## src/rtl/vic_pkg.sv

```systemverilog
package vic_pkg;
  localparam int PRIO_W = 3;
  localparam int VEC_W  = 16;
  localparam int RANK_W = PRIO_W + 1;
  localparam int ADDR_W = 6;

  typedef logic [RANK_W-1:0] rank_t;

  typedef struct packed {
    logic              edge_m;
    logic [PRIO_W-1:0] prio;
    logic [VEC_W-1:0]  vec;
  } src_cfg_t;

  localparam int DATA_W = $bits(src_cfg_t);

  localparam logic [ADDR_W-1:0] A_VEC = 6'd0;
  localparam logic [ADDR_W-1:0] A_EOI = 6'd1;
  localparam logic [ADDR_W-1:0] A_SPU = 6'd2;
  localparam logic [ADDR_W-1:0] A_DBG = 6'd3;
  localparam logic [ADDR_W-1:0] A_ENA = 6'd4;
  localparam logic [ADDR_W-1:0] A_CFG = 6'd32;

  localparam int DBG_GMSK = 0;
  localparam int DBG_PROT = 1;

  // Service level of a priority: idle is 0, priority p is p+1.
  function automatic rank_t rank_of(logic [PRIO_W-1:0] p);
    return rank_t'(p) + rank_t'(1);
  endfunction

  function automatic logic [DATA_W-1:0] vec_word(logic [VEC_W-1:0] v);
    return {{(DATA_W-VEC_W){1'b0}}, v};
  endfunction
endpackage

```

## src/rtl/vic_pend.sv

```systemverilog
module vic_pend #(
  parameter int NSRC = 8
) (
  input  logic            clk,
  input  logic            rst_n,
  input  logic [NSRC-1:0] src_in,
  input  logic [NSRC-1:0] edge_m,
  input  logic [NSRC-1:0] clr,
  output logic [NSRC-1:0] pend
);
  logic [NSRC-1:0] s_q, s_q2, latch_q, rise;

  always_ff @(posedge clk or negedge rst_n) begin
    if (!rst_n) begin
      s_q  <= '0;
      s_q2 <= '0;
    end else begin
      s_q  <= src_in;
      s_q2 <= s_q;
    end
  end

  assign rise = s_q & ~s_q2;

  for (genvar i = 0; i < NSRC; i++) begin : g_src
    always_ff @(posedge clk or negedge rst_n) begin
      if (!rst_n) latch_q[i] <= 1'b0;
      else        latch_q[i] <= (edge_m[i] & rise[i]) | (latch_q[i] & ~clr[i]);
    end

    assign pend[i] = edge_m[i] ? latch_q[i] : s_q[i];

    // a captured rising edge is pending on the next cycle
    assert_edge_latched_R9: assert property (@(posedge clk) disable iff (!rst_n)
      (edge_m[i] && rise[i]) |=> (latch_q[i] || !edge_m[i]));
  end
endmodule

```

## src/rtl/vic_arb.sv

```systemverilog
module vic_arb #(
  parameter int NSRC  = 8,
  parameter int IDX_W = $clog2(NSRC)
) (
  input  logic [NSRC-1:0]             elig,
  input  logic [vic_pkg::PRIO_W-1:0]  prio [NSRC],
  input  vic_pkg::rank_t              cur_rank,
  output logic                        found,
  output logic [IDX_W-1:0]            win_idx,
  output vic_pkg::rank_t              win_rank
);
  import vic_pkg::*;

  always_comb begin
    found    = 1'b0;
    win_idx  = '0;
    win_rank = cur_rank;
    // Strict compare keeps the lowest index on ties and demands rank above current.
    for (int i = 0; i < NSRC; i++) begin
      if (elig[i] && rank_of(prio[i]) > win_rank) begin
        found    = 1'b1;
        win_idx  = IDX_W'(i);
        win_rank = rank_of(prio[i]);
      end
    end
  end
endmodule

```

## src/rtl/vic_stack.sv

```systemverilog
module vic_stack #(
  parameter int DEPTH = 8,
  parameter int RW    = 4
) (
  input  logic          clk,
  input  logic          rst_n,
  input  logic          push,
  input  logic          pop,
  input  logic [RW-1:0] new_rank,
  output logic [RW-1:0] cur_rank,
  output logic          full,
  output logic          empty
);
  localparam int SPW = $clog2(DEPTH + 1);
  localparam int IW  = $clog2(DEPTH);

  logic [RW-1:0]  mem [DEPTH];
  logic [SPW-1:0] sp, sp_m1;

  assign full  = (sp == SPW'(DEPTH));
  assign empty = (sp == '0);
  assign sp_m1 = sp - SPW'(1);

  always_ff @(posedge clk or negedge rst_n) begin
    if (!rst_n) begin
      sp       <= '0;
      cur_rank <= '0;
      for (int k = 0; k < DEPTH; k++) mem[k] <= '0;
    end else if (push) begin
      if (!full) begin
        mem[sp[IW-1:0]] <= cur_rank;
        sp              <= sp + SPW'(1);
      end
      cur_rank <= new_rank;
    end else if (pop) begin
      if (!empty) begin
        cur_rank <= mem[sp_m1[IW-1:0]];
        sp       <= sp_m1;
      end else begin
        cur_rank <= '0;
      end
    end
  end

  assert_full_push_dropped_R12: assert property (@(posedge clk) disable iff (!rst_n)
    (push && full) |=> (sp == $past(sp)));

  assert_empty_pop_idle_R5: assert property (@(posedge clk) disable iff (!rst_n)
    (pop && !push && empty) |=> (cur_rank == '0 && sp == '0));
endmodule

```

## src/rtl/vec_irq_ctrl.sv

```systemverilog
module vec_irq_ctrl
  import vic_pkg::*;
#(
  parameter int NSRC     = 8,
  parameter int FAST_IDX = 0
) (
  input  logic              clk,
  input  logic              rst_n,
  input  logic [NSRC-1:0]   src_in,
  input  logic              bus_sel,
  input  logic              bus_wr,
  input  logic [ADDR_W-1:0] bus_addr,
  input  logic [DATA_W-1:0] bus_wdata,
  output logic [DATA_W-1:0] bus_rdata,
  output logic              irq_n,
  output logic              fiq_n,
  output logic              wake
);
  localparam int IDX_W = $clog2(NSRC);
  localparam int DEPTH = 1 << PRIO_W;

  src_cfg_t           cfg [NSRC];
  logic [NSRC-1:0]    ena_q;
  logic [VEC_W-1:0]   spu_q;
  logic               gmsk_q, prot_q;
  logic               rec_real_q;
  logic [IDX_W-1:0]   rec_idx_q;
  rank_t              rec_rank_q;

  logic rd_vec, wr_vec, wr_eoi, wr_spu, wr_dbg, wr_ena;
  assign rd_vec = bus_sel && !bus_wr && bus_addr == A_VEC;
  assign wr_vec = bus_sel &&  bus_wr && bus_addr == A_VEC;
  assign wr_eoi = bus_sel &&  bus_wr && bus_addr == A_EOI;
  assign wr_spu = bus_sel &&  bus_wr && bus_addr == A_SPU;
  assign wr_dbg = bus_sel &&  bus_wr && bus_addr == A_DBG;
  assign wr_ena = bus_sel &&  bus_wr && bus_addr == A_ENA;

  // Per-source configuration registers
  logic [NSRC-1:0]   edge_m;
  logic [PRIO_W-1:0] prio [NSRC];
  for (genvar i = 0; i < NSRC; i++) begin : g_cfg
    always_ff @(posedge clk or negedge rst_n) begin
      if (!rst_n) cfg[i] <= '0;
      else if (bus_sel && bus_wr && bus_addr == A_CFG + ADDR_W'(i))
        cfg[i] <= src_cfg_t'(bus_wdata);
    end
    assign edge_m[i] = cfg[i].edge_m;
    assign prio[i]   = cfg[i].prio;
  end

  always_ff @(posedge clk or negedge rst_n) begin
    if (!rst_n) begin
      ena_q  <= '0;
      spu_q  <= '0;
      gmsk_q <= 1'b0;
      prot_q <= 1'b0;
    end else begin
      if (wr_ena) ena_q <= bus_wdata[NSRC-1:0];
      if (wr_spu) spu_q <= bus_wdata[VEC_W-1:0];
      if (wr_dbg) begin
        gmsk_q <= bus_wdata[DBG_GMSK];
        prot_q <= bus_wdata[DBG_PROT];
      end
    end
  end

  // Pending state
  logic [NSRC-1:0] pend, clr, elig, fast_mask;
  vic_pend #(.NSRC(NSRC)) u_pend (
    .clk(clk), .rst_n(rst_n), .src_in(src_in),
    .edge_m(edge_m), .clr(clr), .pend(pend)
  );

  assign fast_mask = NSRC'(1) << FAST_IDX;
  assign elig      = pend & ena_q & ~fast_mask;

  // Arbitration against the current service level
  rank_t            cur_rank, win_rank;
  logic             found;
  logic [IDX_W-1:0] win_idx;
  vic_arb #(.NSRC(NSRC), .IDX_W(IDX_W)) u_arb (
    .elig(elig), .prio(prio), .cur_rank(cur_rank),
    .found(found), .win_idx(win_idx), .win_rank(win_rank)
  );

  // Acknowledge event: read in normal mode, vector write in protect mode
  logic             ack_ev, ack_real, st_full, st_empty;
  logic [IDX_W-1:0] ack_idx;
  rank_t            ack_rank, new_rank;

  assign ack_ev   = prot_q ? wr_vec     : rd_vec;
  assign ack_real = prot_q ? rec_real_q : found;
  assign ack_idx  = prot_q ? rec_idx_q  : win_idx;
  assign ack_rank = prot_q ? rec_rank_q : win_rank;
  assign new_rank = ack_real ? ack_rank : cur_rank;
  assign clr      = (ack_ev && ack_real) ? (NSRC'(1) << ack_idx) : '0;

  always_ff @(posedge clk or negedge rst_n) begin
    if (!rst_n) begin
      rec_real_q <= 1'b0;
      rec_idx_q  <= '0;
      rec_rank_q <= '0;
    end else if (rd_vec) begin
      rec_real_q <= found;
      rec_idx_q  <= win_idx;
      rec_rank_q <= win_rank;
    end else if (ack_ev) begin
      rec_real_q <= 1'b0;
    end
  end

  vic_stack #(.DEPTH(DEPTH), .RW(RANK_W)) u_stack (
    .clk(clk), .rst_n(rst_n), .push(ack_ev), .pop(wr_eoi),
    .new_rank(new_rank), .cur_rank(cur_rank),
    .full(st_full), .empty(st_empty)
  );

  // Outputs
  logic irq_req, fiq_req;
  assign irq_req   = found;
  assign fiq_req   = pend[FAST_IDX] & ena_q[FAST_IDX];
  assign wake      = |(pend & ena_q);
  assign irq_n     = ~(irq_req & ~gmsk_q);
  assign fiq_n     = ~(fiq_req & ~gmsk_q);
  assign bus_rdata = rd_vec ? vec_word(found ? cfg[win_idx].vec : spu_q) : '0;

  // Assertions
  assert_ack_raises_level_R4: assert property (@(posedge clk) disable iff (!rst_n)
    (ack_ev && ack_real) |=> (cur_rank == $past(ack_rank)));

  assert_spurious_keeps_level_R6: assert property (@(posedge clk) disable iff (!rst_n)
    (ack_ev && !ack_real) |=> (cur_rank == $past(cur_rank)));

  assert_protect_read_inert_R7: assert property (@(posedge clk) disable iff (!rst_n)
    (prot_q && rd_vec) |=> $stable(cur_rank));

  assert_vec_write_inert_R8: assert property (@(posedge clk) disable iff (!rst_n)
    (!prot_q && wr_vec) |=> $stable(cur_rank));

  assert_mask_spares_wake_R10: assert property (@(posedge clk) disable iff (!rst_n)
    (gmsk_q && fiq_req) |-> (wake && irq_n && fiq_n));

  assert_fast_never_wins_R11: assert property (@(posedge clk) disable iff (!rst_n)
    found |-> (win_idx != IDX_W'(FAST_IDX)));

  assert_win_above_level_R2: assert property (@(posedge clk) disable iff (!rst_n)
    found |-> (win_rank > cur_rank));
endmodule

```

## config.mk

```make
export PLATFORM = sky130hd
export DESIGN_NAME = vec_irq_ctrl
export DESIGN_NICKNAME = d
export VERILOG_FILES = /design/src/rtl/vic_pkg.sv /design/src/rtl/vic_pend.sv /design/src/rtl/vic_arb.sv /design/src/rtl/vic_stack.sv /design/src/rtl/vec_irq_ctrl.sv
export SDC_FILE = /design/constraint.sdc
export NUM_CORES = 1
export LEC_CHECK = 0
export ABC_AREA = 1
export BUFFER_PORTS_ARGS = -buffer_cell sky130_fd_sc_hd__buf_2
export CAP_MARGIN = 20
export CORE_MARGIN = 2
export CORE_UTILIZATION = 25
export DETAILED_ROUTE_END_ITERATION = 12
export HOLD_SLACK_MARGIN = 0.1
export SETUP_SLACK_MARGIN = 0.2
export SYNTH_ARGS = -nofsm -noshare
export SYNTH_HDL_FRONTEND = slang
export SYNTH_HIERARCHICAL = 1
export SYNTH_SLANG_ARGS = --single-unit
```

## constraint.sdc

```tcl
create_clock -name clk -period 12.1 [get_ports clk]
set_input_delay 3.63 -clock clk [delete_from_list [all_inputs] [get_ports clk]]
set_output_delay 3.63 -clock clk [all_outputs]
set_load 0.01 [all_outputs]
```

# Word-level counts from Yosys, hierarchy flattened
# Index checks and enable logic that the tools add are counted.
# op_classes
reduce_logical,34
n_lt_le_gt_ge,11
n_mux,55
n_shift,1
bitwise_logic,45
n_eq_ne,16
n_addsub,9
# op_table
op,count
$mux 4,19
$mux 16,4
$bmux 20 s3,1
$eq 6x6->1 const B,8
$bwmux 32,1
$add 3x1->4 const B,7
$gt 4x4->1,7
$logic_and 1x1->1,25
$mux 1,20
$and 1x1->1,19
$and 8x8->8,2
$mux 3,5
$bmux 4 s3,1
$demux 4 s3,1
$eq 6x2->1 const B,2
$ge 4x4->1 const B,3
$not 1->1,12
$not 3->4,3
$mux 8,1
$not 8->8,1
$or 1x1->1,8
$reduce_or 8->1,1
$shl 1x3->8 const A,1
$eq 6x1->1 const B,1
14 further kinds,18
# totals
inputBits,38
out_inout_bits,23
register_bits,258

# Logic depth before layout (Yosys ltp)
# depth
ltp_word,28
mapped_depth,79
mapped_depth_nobuf,77

# Cells and area by module
# Netlist, hierarchy kept.
# by_module_without_submodules
module,n_inst,area_each_um2,cells_each,seq_area_each_um2
vec_irq_ctrl,1,8698.3,1089,4854.7
vic_stack,1,2115.8,266,1001.0
vic_arb,1,1884.3,305,0.0
vic_pend,1,860.8,88,600.6

# Least setup slack after synthesis
# No wires, ideal clock.
# synth_timing
path_kind,reg-to-output
start,reg cfg[136] in the netlist's numbering
end,out bus_rdata[10]
path_stages_with_launch,64
setup_slack_ns,0.720
path_buffers,2
t_arrival_ns,7.750
required_ns,8.470
path_cell_list,dfrtp_1 -> ha_1 -> ha_1 -> inv_1 -> o21bai_1 -> nand4_1 -> nand2_2 -> nand2_4 -> nand2_1 -> o21a_1 -> inv_1 -> ha_1 -> inv_1 -> o21bai_1 -> nand4_1 -> nand2_2 -> nand2_4 -> nand2_1 -> [28 not listed] -> nand3_1 -> nand2_1 -> ha_1 -> inv_1 -> nor2_1 -> o211ai_1 -> nand2_1 -> nand2_2 -> nand2_1 -> inv_2 -> buf_2 -> clkbuf_1 -> nand2_1 -> nand2_1 -> nand2_1 -> nand3_1 -> nand3_1 -> nand2_1
# synth_via
elab_chain_len,28
word_cells_on_any_way,41
classes_between,1 x add/sub; 7 x order compare; 25 x mux; 1 x bitwise; 7 x reduce/logical
# synth_lines
element,line_no,source
from (decl),vec_irq_ctrl.sv:22,src_cfg_t cfg [NSRC];
"from (signal, indexed assignment)",vec_irq_ctrl.sv:45,cfg[i] <= src_cfg_t'(bus_wdata);
$add 3x1->4 (*),vic_pkg.sv:29,return rank_t'(p) + rank_t'(1);
$gt 4x4->1,vic_arb.sv:20,if (elig[i] && rank_of(prio[i]) > win_rank) begin
$logic_and 1x1->1,vic_arb.sv:20,
$mux 4,vic_arb.sv:20,
$gt 4x4->1,vic_arb.sv:20,
$logic_and 1x1->1,vic_arb.sv:20,
$mux 4,vic_arb.sv:20,
$gt 4x4->1,vic_arb.sv:20,
[11 not listed],n/a,
$gt 4x4->1,vic_arb.sv:20,
$logic_and 1x1->1,vic_arb.sv:20,
$mux 3 (*),vic_arb.sv:20,
net win_idx[0],vec_irq_ctrl.sv:80,logic [IDX_W-1:0] win_idx;
$not 3->4 (implied by the code) (*),vec_irq_ctrl.sv:125,assign bus_rdata = rd_vec ? vec_word(found ? cfg[win_idx].vec : spu_q) : '0;
$bmux 20 s3 (*),vec_irq_ctrl.sv:125,
$mux 16 (implied by the code) (*) (2 in series),vec_irq_ctrl.sv:125,
$mux 16 (*) (2 in series),vec_irq_ctrl.sv:125,
to (decl),vec_irq_ctrl.sv:14,"output logic [DATA_W-1:0] bus_rdata,"
# The timed path passes the listed nets; every way through them passes the cells marked *. The select of a mux whose other input is x is not followed.

# Worst setup path in the final report
# layout_timing
start,reg cfg[136] in the netlist's numbering
end,out bus_rdata[2]
# The elaborated chain is that of the path after synthesis.

==> impl_metrics.csv <==
group,metric,value,unit
critical_path,cp_max_fo,8,
critical_path,startpoint_type,"flop",
placed_design,dp_hpwl,24900,microns
drt,via_count,11846,
clocking,root_buffer,"clkbuf_16",
clocking,clkSinkCount,258,
placed_design,port_buffers,56,
drt,drcViolationCount,0,
status,violations,"negative setup slack",
critical_path,crit_top_cell,"nand2_4",
drt,ant_nets,0,
final_layout,instances_no_fill,2558,
placed_design,gp_congestion,0.855,
job,maxCapViolations,0,
clocking,cts_max_path_buffers,3,
die,num_rows,85,
final_layout,drive_gt1_share,18.9,%
drt,drtPass1Iterations,6,
global_routing,grt_pass1_vias,11337,
sta,tns,-0.493,ns
global_routing,globalRoute.totalOverflow,0,
die,initial_core_util,25.2,%
sta,rsz0062_at_grt,"true",
clocking,cts-buffers-inserted,30,
yosys,synth.avg_cell_area,7.76,sq um
critical_path,worstPathArrival,8.55,ns
critical_path,critPathKind,"flop to primary output",
critical_path,crit_slowest_cell,"dfrtp_1",
pwr,peakVddDrop,105,uV
hold_path,hold_end,"u_pend/s_q2[2]",
global_routing,grt_antenna_before_repair,2,
critical_path,cp_slowest_stage_delay,0.42,ns
hold_path,hold_class,"flop to flop",
drt,wl,39900,microns
drt,drt_iter0_markers,979,
die,die_w,237,microns
critical_path,rr_endpoint,"u_pend/latch_q[4]",
sta,worstMarginPinSlew,1.03,ns
clocking,cts_tree,"done",
status,status,"finished, violations left",
sta,finalSetupViolations,15,
sta,timing.final.crit_share,101,%
critical_path,reg2regPathDepth,65,
pwr,p_per_area,176,nW/um^2
clocking,clk_pin_slew_worst_paths,0.06,ns
critical_path,r2r_start,"cfg[136]",
critical_path,cp-end-kind,"primary output",
critical_path,r2r_slack,3.68,ns
hold_path,hold_path_depth,0,
die,core-area,53700,sq um
sta,final_hold_viol_count,0,
die,die_area,56100,sq um
die,die_h,237,microns
global_routing,grt_pass1_wl,62600,microns
yosys,netlist_area,13600,sq um
clocking,cts_hold_buf,0,
sta,worst_slack,-0.0772,ns
sta,slew_headroom,31.5,%
critical_path,crit_required,8.47,ns
sta,fin_skew,0.0267,ns
final_layout,fin_area,16800,sq um
placed_design,placed_cell_area,14700,sq um
pwr,p_leak,8.18,nW
yosys,yosys_warnings,6,
clocking,clkLatencyLatePin,0.58,ns
yosys,syn_inst,1746,
die,ios,61,
placed_design,place_inst,2453,
drt,wl_per_cell,15.6,microns
drt,viasPerCell,4.63,
sta,period_needed,12.18,ns
final_layout,areaGrowthSynthToFinish,24.3,%
final_layout,fill_cells,5605,
global_routing,grt_max_degree,173,
sta,drv_slew,0,
clocking,htree_levels,1,
final_layout,finalNetCount,1907,
sta,max_freq,82.1,MHz
pwr,p_total,2.96,mW
hold_path,min_from,"u_pend/s_q[2]",
global_routing,track_usage,13.9,%
[state kept, by name, indices dropped and copies added (netlist names), 4 cells and up]
register	flops
rec_rank_q	4
u_stack/mem	32
u_stack/sp	4
u_pend/s_q	8
ena_q	8
u_pend/s_q2	8
cfg	160
spu_q	16
u_pend/latch_q	8
u_stack/cur_rank	4
[routing by layer]
metal	track usage [%]	vias to the layer above	share of wire [%]
li1	-	5789	-
met1	18.8	5678	45
met2	22.9	302	47
met3	1.84	77	5.1
met4	4.83	0	3.1
met5	0	-	0
[power by group]
part | internal, mW | switching [mW]
registers | 0.924 | 0.0503
clock network | 0.546 | 0.374
logic | 0.422 | 0.646
[what timing repair did]
item	CTS	global route
setup buffers	27	12
resized for setup	98	70
cloned	5	4
pin swaps	41	41
endpoints found under the setup margin	17	17
[worst max path at each step]
| stage | cells after the start | startpoint | to | slack, ns |
|---|---|---|---|---|
| 5_1_grt | 68 | cfg[136] | bus_rdata[0] | -0.58 |
| 2_1_floorplan | 63 | cfg[136] | bus_rdata[10] | 0.72 |
| 3_5_place_dp | 54 | cfg[136] | bus_rdata[15] | -0.27 |
| 4_1_cts | 70 | cfg[137] | bus_rdata[5] | 0.15 |
| 6_report | 65 | cfg[136] | bus_rdata[2] | -0.08 |
| 3_3_place_gp | 60 | cfg[136] | bus_rdata[2] | -0.02 |
[through the flow]
step | util, % | hold slack (ns) | setup slack, ns
finish | 31.4 | 0.404 | -0.0772
global route | 31.4 | 0.425 | -0.576
detailed placement | 27.3 | 0.388 | -0.267
floorplan | - | 0.375 | 0.720
CTS | 30.5 | 0.410 | 0.155
global placement | 27.3 | 0.392 | -0.0184
[worst max-delay path: cells and delay by family, from the launching register on]
kind / cells / cell delay, ns
simple gates: 32 / 2.90
fa+ha+maj: 8 / 2.10
compound gates: 11 / 1.42
buf+inv: 14 / 1.14
flops: 1 / 0.42
[cells in the final DEF, fill, tap and decap left out, types with 4 or more instances in the layout]
master,instances
nand2_1,549
dfrtp_1,258
o21ai_0,202
inv_1,138
nand3_1,136
nor2_1,80
o21ai_1,64
buf_2,53
buf_4,47
nand2_2,34
clkbuf_16,34
nand3_2,23
ha_1,21
nand2_4,17
nor2_2,16
inv_2,15
nor2_4,13
o21ai_2,12
buf_12,11
ha_4,11
clkbuf_8,8
buf_6,8
xnor2_1,7
clkinv_2,6
conb_1,6
buf_16,6
o21bai_1,6
nand4_1,6
and3_1,5
nand2_8,5
o21ai_4,5
a31oi_1,4
clkbuf_1,4
a22oi_1,4
[final cells by class]
cell class,count,area (sq um),share of cell area [%]
diodes,3,7.51,0.0446
clock buffers,42,876,5.20
clock inverters,12,134,0.795
inverters,158,614,3.65
multi-input cells,1258,6670,39.6
flip-flops and latches,258,6460,38.3
well taps,696,871,5.17
repair buffers,131,1220,7.26
(Power assumes the default switching activity.)
